### src/rtl/tscan_pkg.sv
package tscan_pkg;

    typedef enum logic [2:0] {
        ST_IDLE,
        ST_ENABLE,
        ST_HEAD,
        ST_HWAIT,
        ST_EVAL,
        ST_BODY,
        ST_BWAIT,
        ST_PUBLISH
    } scan_state_t;

    typedef struct packed {
        logic [7:0] code;
        logic [7:0] link;
        logic [7:0] ident;
        logic [7:0] count;
    } tuple_hdr_t;

    localparam int HDR_BYTES  = 4;
    localparam int MAC_BYTES  = 6;
    localparam int MAC_W      = 8 * MAC_BYTES;
    localparam int TUPLE_SPAN = HDR_BYTES + MAC_BYTES;
    localparam int OFS_W      = $clog2(TUPLE_SPAN);
    localparam int ROM_EN_BIT = 12;
    localparam int CTRL_W     = 16;

    localparam logic [7:0] NETADDR_CODE  = 8'h22;
    localparam logic [7:0] NETADDR_IDENT = 8'h04;
    localparam logic [7:0] NETADDR_COUNT = 8'h06;

    function automatic logic is_netaddr(tuple_hdr_t h);
        return (h.code == NETADDR_CODE) && (h.ident == NETADDR_IDENT) &&
               (h.count == NETADDR_COUNT);
    endfunction

endpackage

### src/rtl/tscan_capture.sv
module tscan_capture
    import tscan_pkg::*;
(
    input  logic                 clk,
    input  logic                 rst,
    input  logic                 rd,
    input  logic [OFS_W-1:0]     ofs,
    input  logic [7:0]           rom_data,
    output tuple_hdr_t           hdr,
    output logic [MAC_W-1:0]     mac_sh
);

    logic             rd_q;
    logic [OFS_W-1:0] ofs_q;

    // Tag each read with its offset so the returning byte is steered correctly.
    always_ff @(posedge clk) begin
        if (rst) begin
            rd_q  <= 1'b0;
            ofs_q <= '0;
        end else begin
            rd_q  <= rd;
            ofs_q <= ofs;
        end
    end

    always_ff @(posedge clk) begin
        if (rst) begin
            hdr    <= '0;
            mac_sh <= '0;
        end else if (rd_q) begin
            case (ofs_q)
                OFS_W'(0): hdr.code  <= rom_data;
                OFS_W'(1): hdr.link  <= rom_data;
                OFS_W'(2): hdr.ident <= rom_data;
                OFS_W'(3): hdr.count <= rom_data;
                default:   mac_sh    <= {mac_sh[MAC_W-9:0], rom_data};
            endcase
        end
    end

    // Returned bytes always belong to an offset inside one tuple.
    assert_ofs_range_R3: assert property (@(posedge clk) disable iff (rst)
        rd_q |-> (ofs_q < OFS_W'(TUPLE_SPAN)));

endmodule

### src/rtl/tscan_ctrl.sv
module tscan_ctrl
    import tscan_pkg::*;
#(
    parameter int ADDR_W = 10,
    parameter int BASE   = 256,
    parameter int LIMIT  = 503
) (
    input  logic                 clk,
    input  logic                 rst,
    input  logic                 start,
    input  tuple_hdr_t           hdr,
    input  logic [MAC_W-1:0]     mac_sh,
    output logic                 rom_rd,
    output logic [ADDR_W-1:0]    rom_addr,
    output logic [OFS_W-1:0]     ofs,
    output logic                 ctrl_we,
    output logic [CTRL_W-1:0]    ctrl_wdata,
    output logic                 done,
    output logic                 found,
    output logic [MAC_W-1:0]     mac
);

    localparam int NW = ADDR_W + 1;
    localparam logic [OFS_W-1:0] HDR_LAST  = OFS_W'(HDR_BYTES - 1);
    localparam logic [OFS_W-1:0] BODY_LAST = OFS_W'(TUPLE_SPAN - 1);

    scan_state_t       state;
    logic [ADDR_W-1:0] cur;
    logic [NW-1:0]     nxt;

    // One bit wider than the address so a long link cannot wrap below the ceiling.
    assign nxt = {1'b0, cur} + NW'(hdr.link) + NW'(2);

    always_ff @(posedge clk) begin
        if (rst) begin
            state <= ST_IDLE;
            cur   <= ADDR_W'(BASE);
            ofs   <= '0;
            done  <= 1'b0;
            found <= 1'b0;
            mac   <= '0;
        end else begin
            case (state)
                ST_IDLE: if (start) begin
                    state <= ST_ENABLE;
                    cur   <= ADDR_W'(BASE);
                    ofs   <= '0;
                    done  <= 1'b0;
                    found <= 1'b0;
                    mac   <= '0;
                end
                ST_ENABLE: state <= ST_HEAD;
                ST_HEAD: begin
                    ofs <= ofs + 1'b1;
                    if (ofs == HDR_LAST) state <= ST_HWAIT;
                end
                ST_HWAIT: state <= ST_EVAL;
                ST_EVAL: begin
                    if (hdr.link == 8'h00) begin
                        done  <= 1'b1;
                        state <= ST_IDLE;
                    end else if (is_netaddr(hdr)) begin
                        ofs   <= OFS_W'(HDR_BYTES);
                        state <= ST_BODY;
                    end else if (nxt >= NW'(LIMIT)) begin
                        done  <= 1'b1;
                        state <= ST_IDLE;
                    end else begin
                        cur   <= nxt[ADDR_W-1:0];
                        ofs   <= '0;
                        state <= ST_HEAD;
                    end
                end
                ST_BODY: begin
                    ofs <= ofs + 1'b1;
                    if (ofs == BODY_LAST) state <= ST_BWAIT;
                end
                ST_BWAIT: state <= ST_PUBLISH;
                ST_PUBLISH: begin
                    mac   <= mac_sh;
                    found <= 1'b1;
                    done  <= 1'b1;
                    state <= ST_IDLE;
                end
                default: state <= ST_IDLE;
            endcase
        end
    end

    always_comb begin
        rom_rd     = (state == ST_HEAD) || (state == ST_BODY);
        rom_addr   = cur + ADDR_W'(ofs);
        ctrl_we    = (state == ST_ENABLE);
        ctrl_wdata = ctrl_we ? CTRL_W'(1 << ROM_EN_BIT) : '0;
    end

    // an accepted start is followed by the enable write, with no read yet.
    assert_enable_first_R2: assert property (@(posedge clk) disable iff (rst)
        (state == ST_IDLE && start) |=> (ctrl_we && !rom_rd));

    // no read below the scan base.
    assert_read_floor_R3: assert property (@(posedge clk) disable iff (rst)
        rom_rd |-> (rom_addr >= ADDR_W'(BASE)));

    // a header read never starts at or past the ceiling.
    assert_head_ceiling_R7: assert property (@(posedge clk) disable iff (rst)
        (rom_rd && ofs == '0) |-> (rom_addr < ADDR_W'(LIMIT)));

    // a found result is always a finished one.
    assert_found_done_R4: assert property (@(posedge clk) disable iff (rst)
        found |-> done);

    // the result holds while no start arrives.
    assert_result_hold_R9: assert property (@(posedge clk) disable iff (rst)
        (done && !start) |=> (done && $stable(found) && $stable(mac)));

    // an accepted start wipes the previous result.
    assert_start_clears_R10: assert property (@(posedge clk) disable iff (rst)
        (state == ST_IDLE && start) |=> (!done && !found && mac == '0));

endmodule

### src/rtl/tscan_mac_finder.sv
module tscan_mac_finder
    import tscan_pkg::*;
#(
    parameter int ADDR_W = 10,
    parameter int BASE   = 256,
    parameter int LIMIT  = 503
) (
    input  logic              clk,
    input  logic              rst,
    input  logic              start,
    output logic              rom_ctrl_we,
    output logic [15:0]       rom_ctrl_wdata,
    output logic              rom_rd,
    output logic [ADDR_W-1:0] rom_addr,
    input  logic [7:0]        rom_data,
    output logic              done,
    output logic              found,
    output logic [47:0]       mac_addr
);

    tuple_hdr_t       hdr;
    logic [MAC_W-1:0] mac_sh;
    logic [OFS_W-1:0] ofs;

    tscan_ctrl #(
        .ADDR_W (ADDR_W),
        .BASE   (BASE),
        .LIMIT  (LIMIT)
    ) u_ctrl (
        .clk        (clk),
        .rst        (rst),
        .start      (start),
        .hdr        (hdr),
        .mac_sh     (mac_sh),
        .rom_rd     (rom_rd),
        .rom_addr   (rom_addr),
        .ofs        (ofs),
        .ctrl_we    (rom_ctrl_we),
        .ctrl_wdata (rom_ctrl_wdata),
        .done       (done),
        .found      (found),
        .mac        (mac_addr)
    );

    tscan_capture u_capture (
        .clk      (clk),
        .rst      (rst),
        .rd       (rom_rd),
        .ofs      (ofs),
        .rom_data (rom_data),
        .hdr      (hdr),
        .mac_sh   (mac_sh)
    );

    // the enable write and a ROM read never share a cycle.
    assert_port_exclusive_R2: assert property (@(posedge clk) disable iff (rst)
        $onehot0({rom_rd, rom_ctrl_we}));

    // a running scan never reports completion.
    assert_idle_outputs_R1: assert property (@(posedge clk) disable iff (rst)
        (rom_rd || rom_ctrl_we) |-> !done);

endmodule

### config.mk
export PLATFORM = sky130hd
export DESIGN_NAME = tscan_mac_finder
export DESIGN_NICKNAME = d
export VERILOG_FILES = /design/src/rtl/tscan_pkg.sv /design/src/rtl/tscan_capture.sv /design/src/rtl/tscan_ctrl.sv /design/src/rtl/tscan_mac_finder.sv
export SDC_FILE = /design/constraint.sdc
export NUM_CORES = 1
export LEC_CHECK = 0
export BUFFER_PORTS_ARGS = -buffer_cell sky130_fd_sc_hd__buf_2
export CORE_MARGIN = 5
export CORE_UTILIZATION = 59
export CTS_BUF_LIST = sky130_fd_sc_hd__clkbuf_4 sky130_fd_sc_hd__clkbuf_8
export DETAILED_ROUTE_END_ITERATION = 12
export PLACE_DENSITY = 0.87
export SLEW_MARGIN = 0
export SYNTH_ARGS = -nofsm -noshare
export SYNTH_HDL_FRONTEND = slang
export SYNTH_SLANG_ARGS = --single-unit
### constraint.sdc
create_clock -name clk -period 3.6 [get_ports clk]
set_input_delay 0 -clock clk [delete_from_list [all_inputs] [get_ports clk]]
set_output_delay 0 -clock clk [all_outputs]
set_load 0.05 [all_outputs]
==> insert_results.sql, run 1 <==
INSERT INTO impl_metrics (metric_group, metric, value, unit) VALUES
('critical_path', 'cp_cell_sequence', 'inv_1 -> ha_1 -> inv_1 -> ha_1 -> inv_1 -> fa_1 -> nor2b_1 -> o2111ai_1 -> a21bo_2 -> o32a_1 -> a41oi_2 -> a41o_1 -> a21oi_4 -> a22o_1', ''),
('timing', 'final.hold.worst_slack', '0.0559', 'ns'),
('global_routing', 'track_usage', '23.2', '%'),
('critical_path', 'reg2reg_slack', '0.29', 'ns'),
('clocking', 'cts.repair.resized', '0', ''),
('synthesis', 'synth.avg_cell_area', '8.89', 'sq um'),
('clocking', 'clk_pin_slew', '0.08', 'ns'),
('global_routing', 'grt_overflow_total', '0', ''),
('drt', 'detail_route.wirelength', '14900', 'um'),
('pwr', 'comb_power_share', '6.6', '%'),
('synthesis', 'post_synth_main_area_contributors', 'sky130_fd_sc_hd__dfxtp_1 48%, sky130_fd_sc_hd__nand2_1 6.3%, sky130_fd_sc_hd__nor2_1 5.8%', ''),
('floorplan', 'chipHeight', '114', 'um'),
('synthesis', 'netlist_area', '6370', 'sq um'),
('layout', 'design_area', '7290', 'sq um'),
('placement', 'gpl.final_weighted_congestion', '0.925', ''),
('critical_path', 'crit-reg2reg-capture', 'u_ctrl.cur[0]$_SDFFE_PP0P_', ''),
('hold_path', 'timing.hold.worst.class', 'input pin to flop', ''),
('layout', 'sequential_cell_area', '3040', 'sq um'),
('synthesis', 'synthFlopType', 'sky130_fd_sc_hd__dfxtp_1', ''),
('placement', 'port_buffer_cells', '73', ''),
('run', 'drv_cap', '0', ''),
('critical_path', 'critPathMaxFanout', '10', ''),
('drt', 'routed-via-count', '5351', ''),
('floorplan', 'ioPinCount', '89', ''),
('critical_path', 'most_frequent_cell_on_the_critical_path', 'sky130_fd_sc_hd__inv_1', ''),
('layout', 'multiInputGateArea', '3080', 'sq um'),
('layout', 'nets', '814', ''),
('timing', 'final_max_slew_viol_count', '0', ''),
('critical_path', 'critPathLaunch', 'u_ctrl.cur[1]$_SDFFE_PP0P_', ''),
('placement', 'detailedPlacementHpwl', '10300', 'um'),
('drt', 'vias_per_cell', '5.74', ''),
('synthesis', 'yosysTopAreaCellShare', '47.8', '%'),
('floorplan', 'die_w', '114', 'um'),
('global_routing', 'grt_pass1_vias', '5176', ''),
('global_routing', 'antenna_found_initial', '0', ''),
('clocking', 'clock_tree_from_tritoncts', 'done', ''),
('critical_path', 'timing.reg2reg.worst_path_depth', '14', ''),
('synthesis', 'netlist_instances', '716', ''),
('layout', 'diodes', '0', ''),
('clocking', 'numCtsBuffers', '17', ''),
('clocking', 'cts_max_path_buffers', '2', ''),
('synthesis', 'yosys.cell_types.count', '55', ''),
('synthesis', 'yosys_register_bits', '152', ''),
('synthesis', 'async_flop_share', '0', '%'),
('global_routing', 'maximum_number_of_pins_on_one_net_before_global_route_repair', '89', ''),
('critical_path', 'cp-endpoint', 'u_ctrl.cur[0]$_SDFFE_PP0P_', ''),
('critical_path', 'number_of_gates_on_the_worst_path_with_buffers_counted', '14', ''),
('pwr', 'power_switching', '0.831', 'mW'),
('hold_path', 'hold_path.startpoint', 'start', ''),
('placement', 'placement.cell_area', '6750', 'sq um'),
('drt', 'drt_iter0_drc', '413', ''),
('critical_path', 'critPathArrivalTime', '3.65', 'ns'),
('critical_path', 'critPathBufInv', '3', ''),
('critical_path', 'cpLargestDelayFamily', 'compound AO/OA/AOI/OAI gates', ''),
('layout', 'post_route_cells_drive_above_1_share', '15.9', '%'),
('pwr', 'power.switching_fraction', '24.5', '%'),
('drt', 'detailedRoute.firstPassIterationCount', '5', ''),
('pwr', 'peakVddDrop', '0.000346', 'V'),
('floorplan', 'core_region_area', '10700', 'sq um'),
('pwr', 'seq_power_share', '50.5', '%'),
('critical_path', 'slowest_stage', 'sky130_fd_sc_hd__fa_1', ''),
('pwr', 'power_leakage', '3.07', 'nW'),
('status', 'run_status', 'finished, final reports clean', ''),
('critical_path', 'end_kind', 'flop', ''),
('critical_path', 'start_kind', 'flop', ''),
('timing', 'clock_skew', '0.0138', 'ns'),
('critical_path', 'worstPathRequired', '3.93', 'ns'),
('timing', 'tcrit_tclk_final', '92.1', '%'),
('timing', 'hold_violations', '0', ''),
('layout', 'layout_area_growth_over_synthesis', '14.4', '%'),
('timing', 'worst_slew_pin_slew', '1.21', 'ns');
[synthesized netlist by cell type, drive strengths merged (5+ instances only)]
library cell and instances:
o21ai 13, buf 20, nor4b 6, a22oi 50, nor3 5, nor2 100, nand2b 8, xnor2 7
inv 14, a22o 8, o21a 5, nor2b 10, a21o 6, clkbuf 36, nand2 107, nand3 8
a21oi 59, dfxtp 152, mux2i 32, ha 22, nor4 5
[area by class of cell]
type,count,area share (%)
Clock inverter,12,2.54
Multi-Input combinational cell,508,42.2
Tap cell,140,2.40
Clock buffer,20,3.69
Inverter,14,0.721
Timing Repair Buffer,86,6.66
Sequential cell,152,41.8
[worst reg2reg max path, delay by kind of cell (launching register included)]
family | cells | cell delay (ns)
AOI/OAI and AO/OA | 7 | 1.62
adders and majority gates | 3 | 0.86
buffers and inverters | 3 | 0.21
DFF | 1 | 0.36
and+or+nand+nor | 1 | 0.17
[flip-flops by register name (all words and copies together), names as in the netlist]
| name | flops |
|---|---|
| u_ctrl.ofs | 4 |
| u_ctrl.found | 1 |
| u_ctrl.mac | 48 |
| u_capture.mac_sh | 48 |
| u_capture.ofs_q | 4 |
| u_ctrl.done | 1 |
| u_capture.hdr | 32 |
| u_ctrl.cur | 10 |
| u_ctrl.state | 3 |
| u_capture.rd_q | 1 |
[metrics by stage]
step / setup WS [ns] / instances / utilization, %
final: 0.286 / 932 / 68.1
after CTS: 0.323 / 932 / 68.1
after global routing: 0.0432 / 932 / 68.1
after floorplan: 0.680 / 730 / -
after detailed placement: 0.343 / 892 / 63.1
after global placement: 0.442 / 892 / 63.1
[cell families after synthesis]
family | synth area share [%]
compound gates | 17.3
xor+xnor | 1.51
fa+ha+maj | 4.95
buf+inv | 5.11
flops | 47.8
mux | 5.27
other cells | 0.0589
simple gates | 18.0
[power by group through the flow]
stage / clock network (mW) / registers [mW] / logic, mW
3_3_place_gp: 0 / 1.75 / 0.213
5_1_grt: 1.55 / 1.72 / 0.241
6_report: 1.45 / 1.71 / 0.224
3_5_place_dp: 0 / 1.75 / 0.216
4_1_cts: 1.47 / 1.71 / 0.223
2_1_floorplan: 0 / 1.74 / 0.190
[routing by layer]
metal | wire length [um] | up-vias | global-route usage (%) | part of all wire, %
met3 | 865 | 27 | 4.56 | 5.8
met5 | 0 | - | 0 | 0
met4 | 299 | 0 | 9.66 | 2.0
met2 | 7240 | 190 | 38.9 | 49
li1 | - | 2569 | - | -
met1 | 6510 | 2565 | 29.2 | 44
[repair_timing]
action	4_1_cts	5_1_grt
hold buffers	8	0
endpoints found under the hold margin	40	0
setup buffers	0	0
[worst min-delay path by stage]
| stage | endpoint | cells after the start |
|---|---|---|
| 5_1_grt | u_ctrl.ofs[3]$_SDFFE_PP0P_ | 4 |
| 6_report | u_ctrl.ofs[3]$_SDFFE_PP0P_ | 4 |
| 4_1_cts | u_ctrl.ofs[3]$_SDFFE_PP0P_ | 4 |
| 2_1_floorplan | u_capture.mac_sh[0]$_SDFFE_PP0P_ | 2 |
| 3_5_place_dp | u_capture.mac_sh[5]$_SDFFE_PP0P_ | 3 |
| 3_3_place_gp | u_capture.mac_sh[6]$_SDFFE_PP0P_ | 3 |
(Power assumes the default switching activity.)
==> inputs of run 2 (changes only) <==
--- a/config.mk
+++ b/config.mk
@@ -7,10 +7,10 @@
 export LEC_CHECK = 0
 export BUFFER_PORTS_ARGS = -buffer_cell sky130_fd_sc_hd__buf_2
 export CORE_MARGIN = 5
-export CORE_UTILIZATION = 59
+export CORE_UTILIZATION = 40
 export CTS_BUF_LIST = sky130_fd_sc_hd__clkbuf_4 sky130_fd_sc_hd__clkbuf_8
 export DETAILED_ROUTE_END_ITERATION = 12
-export PLACE_DENSITY = 0.87
+export PLACE_DENSITY = 0.64
 export SLEW_MARGIN = 0
 export SYNTH_ARGS = -nofsm -noshare
 export SYNTH_HDL_FRONTEND = slang
==> run 2 against run 1 <==
Against the previous run:
- sequential power about the same
- maximum frequency increased by 1.4%
- register-to-register slack improved by 0.04 ns
- sequential share of layout area decreased by 0.21 points
- largest power group unchanged
- highest routed layer unchanged
==> insert_results.sql, run 2 (synthesis results as in run 1) <==
INSERT INTO impl_metrics (metric_group, metric, value, unit) VALUES
('pwr', 'peakVddDrop', '0.000264', 'V'),
('critical_path', 'start_kind', 'flop', ''),
('clocking', 'cts.hold.buffers_added', '8', ''),
('pwr', 'seq_power_share', '53.5', '%'),
('layout', 'nFillCells', '1564', ''),
('run', 'drv_cap', '0', ''),
('timing', 'clock_skew', '0.0156', 'ns'),
('critical_path', 'timing.reg2reg.worst_path_depth', '14', ''),
('critical_path', 'critPathMaxFanout', '10', ''),
('drt', 'vias_per_cell', '5.06', ''),
('global_routing', 'maximum_number_of_pins_on_one_net_before_global_route_repair', '66', ''),
('floorplan', 'ioPinCount', '89', ''),
('floorplan', 'core_region_area', '15800', 'sq um'),
('clocking', 'clk_latency', '0.45', 'ns'),
('floorplan', 'row_count', '46', ''),
('clocking', 'clk_root_buffer_cell', 'sky130_fd_sc_hd__clkbuf_8', ''),
('hold_path', 'hold_path.startpoint', 'start', ''),
('drt', 'routedWlPerCell', '14.2', 'um'),
('layout', 'top_regs', 'u_capture.mac_sh: 48 flops, u_ctrl.mac: 48 flops, u_capture.hdr: 32 flops', ''),
('drt', 'routed-via-count', '5102', ''),
('critical_path', 'end_kind', 'flop', ''),
('timing', 'min_period', '3.27', 'ns'),
('clocking', 'postCtsSetupRepairBufs', '0', ''),
('timing', 'worst_slew_pin_slew', '1.06', 'ns'),
('floorplan', 'die_w', '136', 'um'),
('clocking', 'clock_tree_from_tritoncts', 'done', ''),
('drt', 'drt_iter0_drc', '413', ''),
('layout', 'layout.cells.most_common', 'sky130_fd_sc_hd__dfxtp_1', ''),
('pwr', 'p_int', '2.36', 'mW'),
('hold_path', 'hold-path-cell-count', '4', ''),
('timing', 'fmax', '0.306', 'GHz'),
('placement', 'port_buffer_cells', '73', ''),
('critical_path', 'crit-reg2reg-capture', 'u_ctrl.cur[7]$_SDFFE_PP0P_', ''),
('placement', 'detailedPlacementHpwl', '9570', 'um'),
('clocking', 'cts_max_path_buffers', '2', ''),
('timing', 'timing.max_slew.rel_slack', '29.5', '%'),
('timing', 'hold_violations', '0', ''),
('timing', 'final_max_slew_viol_count', '0', ''),
('floorplan', 'initial_core_util', '40.4', '%'),
('drt', 'drc_errors', '0', ''),
('floorplan', 'fp.dieArea', '18500', 'sq um'),
('drt', 'antenna_violating_nets_post_route', '0', ''),
('hold_path', 'hold_path_end', 'u_ctrl.ofs[3]$_SDFFE_PP0P_', ''),
('layout', 'utilization', '46.4', '%'),
('clocking', 'numCtsBuffers', '17', ''),
('placement', 'gpl.final_weighted_congestion', '0.797', ''),
('critical_path', 'worstPathRequired', '3.94', 'ns'),
('global_routing', 'grt_overflow_total', '0', ''),
('clocking', 'htreeDepth', '4', ''),
('critical_path', 'reg2reg_slack', '0.33', 'ns'),
('pwr', 'comb_power_share', '7.0', '%'),
('timing', 'setup_viol', '0', ''),
('global_routing', 'antenna_found_initial', '0', ''),
('drt', 'detailedRoute.firstPassIterationCount', '6', ''),
('pwr', 'power_switching', '0.847', 'mW'),
('timing', 'grt_setup_unrepaired', 'no', ''),
('drt', 'detail_route.wirelength', '14300', 'um'),
('global_routing', 'grt_first_pass_wirelength', '23700', 'um'),
('pwr', 'power.density', '437', 'nW/um^2'),
('floorplan', 'chipHeight', '136', 'um'),
('layout', 'sequential_cell_area', '3040', 'sq um'),
('pwr', 'power.switching_fraction', '26.4', '%'),
('layout', 'multiInputGateArea', '3080', 'sq um'),
('hold_path', 'timing.hold.worst.class', 'input pin to flop', ''),
('global_routing', 'grt_pass1_vias', '4669', ''),
('clocking', 'numClockSinks', '152', ''),
('clocking', 'clk_pin_slew', '0.09', 'ns'),
('layout', 'post_route_cells_drive_above_1_share', '16.0', '%'),
('status', 'run_status', 'finished, final reports clean', ''),
('timing', 'setup_total_negative_slack', '0', 'ns'),
('critical_path', 'critPathArrivalTime', '3.61', 'ns'),
('pwr', 'share_clk_of_total_power', '39.5', '%'),
('global_routing', 'track_usage', '15.8', '%'),
('layout', 'layout_area_growth_over_synthesis', '15.0', '%'),
('clocking', 'cts.repair.resized', '0', ''),
('layout', 'most-common-layout-cells', '152 x sky130_fd_sc_hd__dfxtp_1, 107 x sky130_fd_sc_hd__nand2_1, 99 x sky130_fd_sc_hd__nor2_1', ''),
('critical_path', 'criticalPathCategory', 'flop to flop', ''),
('layout', 'diodes', '0', ''),
('pwr', 'power_leakage', '3.03', 'nW'),
('critical_path', 'critical_path.reg2reg.startpoint', 'u_ctrl.cur[1]$_SDFFE_PP0P_', ''),
('layout', 'nets', '814', ''),
('timing', 'tcrit_tclk_final', '90.8', '%');
-- run 2: cell type report --
type / instances / area share (%)
Clock inverter: 12 / 1.57
Tap cell: 216 / 3.69
Clock buffer: 20 / 3.76
Sequential cell: 152 / 41.5
Timing Repair Buffer: 86 / 6.63
Inverter: 14 / 0.717
Multi-Input combinational cell: 508 / 42.1
-- run 2: per-layer routing --
metal,vias up,track usage (%),wire [um],part of all wire (%)
met1,2412,22.7,7130,50
li1,2575,-,-,-
met4,0,4.87,121,0.84
met5,-,0,0,0
met3,10,3.81,629,4.4
met2,105,23.4,6450,45
-- run 2: worst max-delay path by stage --
| stage | end | from | slack, ns |
|---|---|---|---|
| 2_1_floorplan | u_ctrl.cur[2]$_SDFFE_PP0P_ | u_ctrl.cur[1]$_SDFFE_PP0P_ | 0.68 |
| 3_5_place_dp | u_ctrl.cur[0]$_SDFFE_PP0P_ | u_ctrl.cur[1]$_SDFFE_PP0P_ | 0.38 |
| 4_1_cts | u_ctrl.cur[2]$_SDFFE_PP0P_ | u_ctrl.cur[1]$_SDFFE_PP0P_ | 0.34 |
| 3_3_place_gp | u_ctrl.cur[1]$_SDFFE_PP0P_ | u_ctrl.cur[1]$_SDFFE_PP0P_ | 0.41 |
| 6_report | u_ctrl.cur[7]$_SDFFE_PP0P_ | u_ctrl.cur[1]$_SDFFE_PP0P_ | 0.33 |
| 5_1_grt | u_ctrl.cur[8]$_SDFFE_PP1P_ | u_ctrl.cur[1]$_SDFFE_PP0P_ | 0.05 |
-- run 2: stage by stage --
stage	instances	power, mW	hold WS [ns]	area (sq um)	worst slack, ns
after floorplan	730	1.93	0.136	6420	0.680
after global placement	968	1.97	0.309	6850	0.408
after detailed placement	968	1.97	0.309	6850	0.376
after CTS	1008	3.24	0.0180	7320	0.337
after global routing	1008	3.34	0.0972	7320	0.0460
final	1008	3.20	0.0597	7320	0.330
-- run 2: power by group through the flow --
stage	sequential, mW	clock (mW)	combinational, mW
after detailed placement	1.75	0	0.218
final	1.71	1.27	0.225
after global placement	1.75	0	0.219
after floorplan	1.74	0	0.190
after global routing	1.72	1.38	0.243
after CTS	1.71	1.30	0.226
-- run 2: critical path: stages (launching register included) --
cell and delay (ns):
sky130_fd_sc_hd__dfxtp_1 0.38, sky130_fd_sc_hd__inv_1 0.09, sky130_fd_sc_hd__ha_1 0.27, sky130_fd_sc_hd__inv_1 0.06
sky130_fd_sc_hd__ha_1 0.18, sky130_fd_sc_hd__inv_1 0.06, sky130_fd_sc_hd__fa_1 0.40, sky130_fd_sc_hd__nor2b_1 0.17
sky130_fd_sc_hd__o2111ai_1 0.19, sky130_fd_sc_hd__a21bo_2 0.25, sky130_fd_sc_hd__o32a_1 0.18, sky130_fd_sc_hd__a41oi_2 0.29
sky130_fd_sc_hd__a41o_1 0.27, sky130_fd_sc_hd__a21oi_4 0.11, sky130_fd_sc_hd__a22o_1 0.27
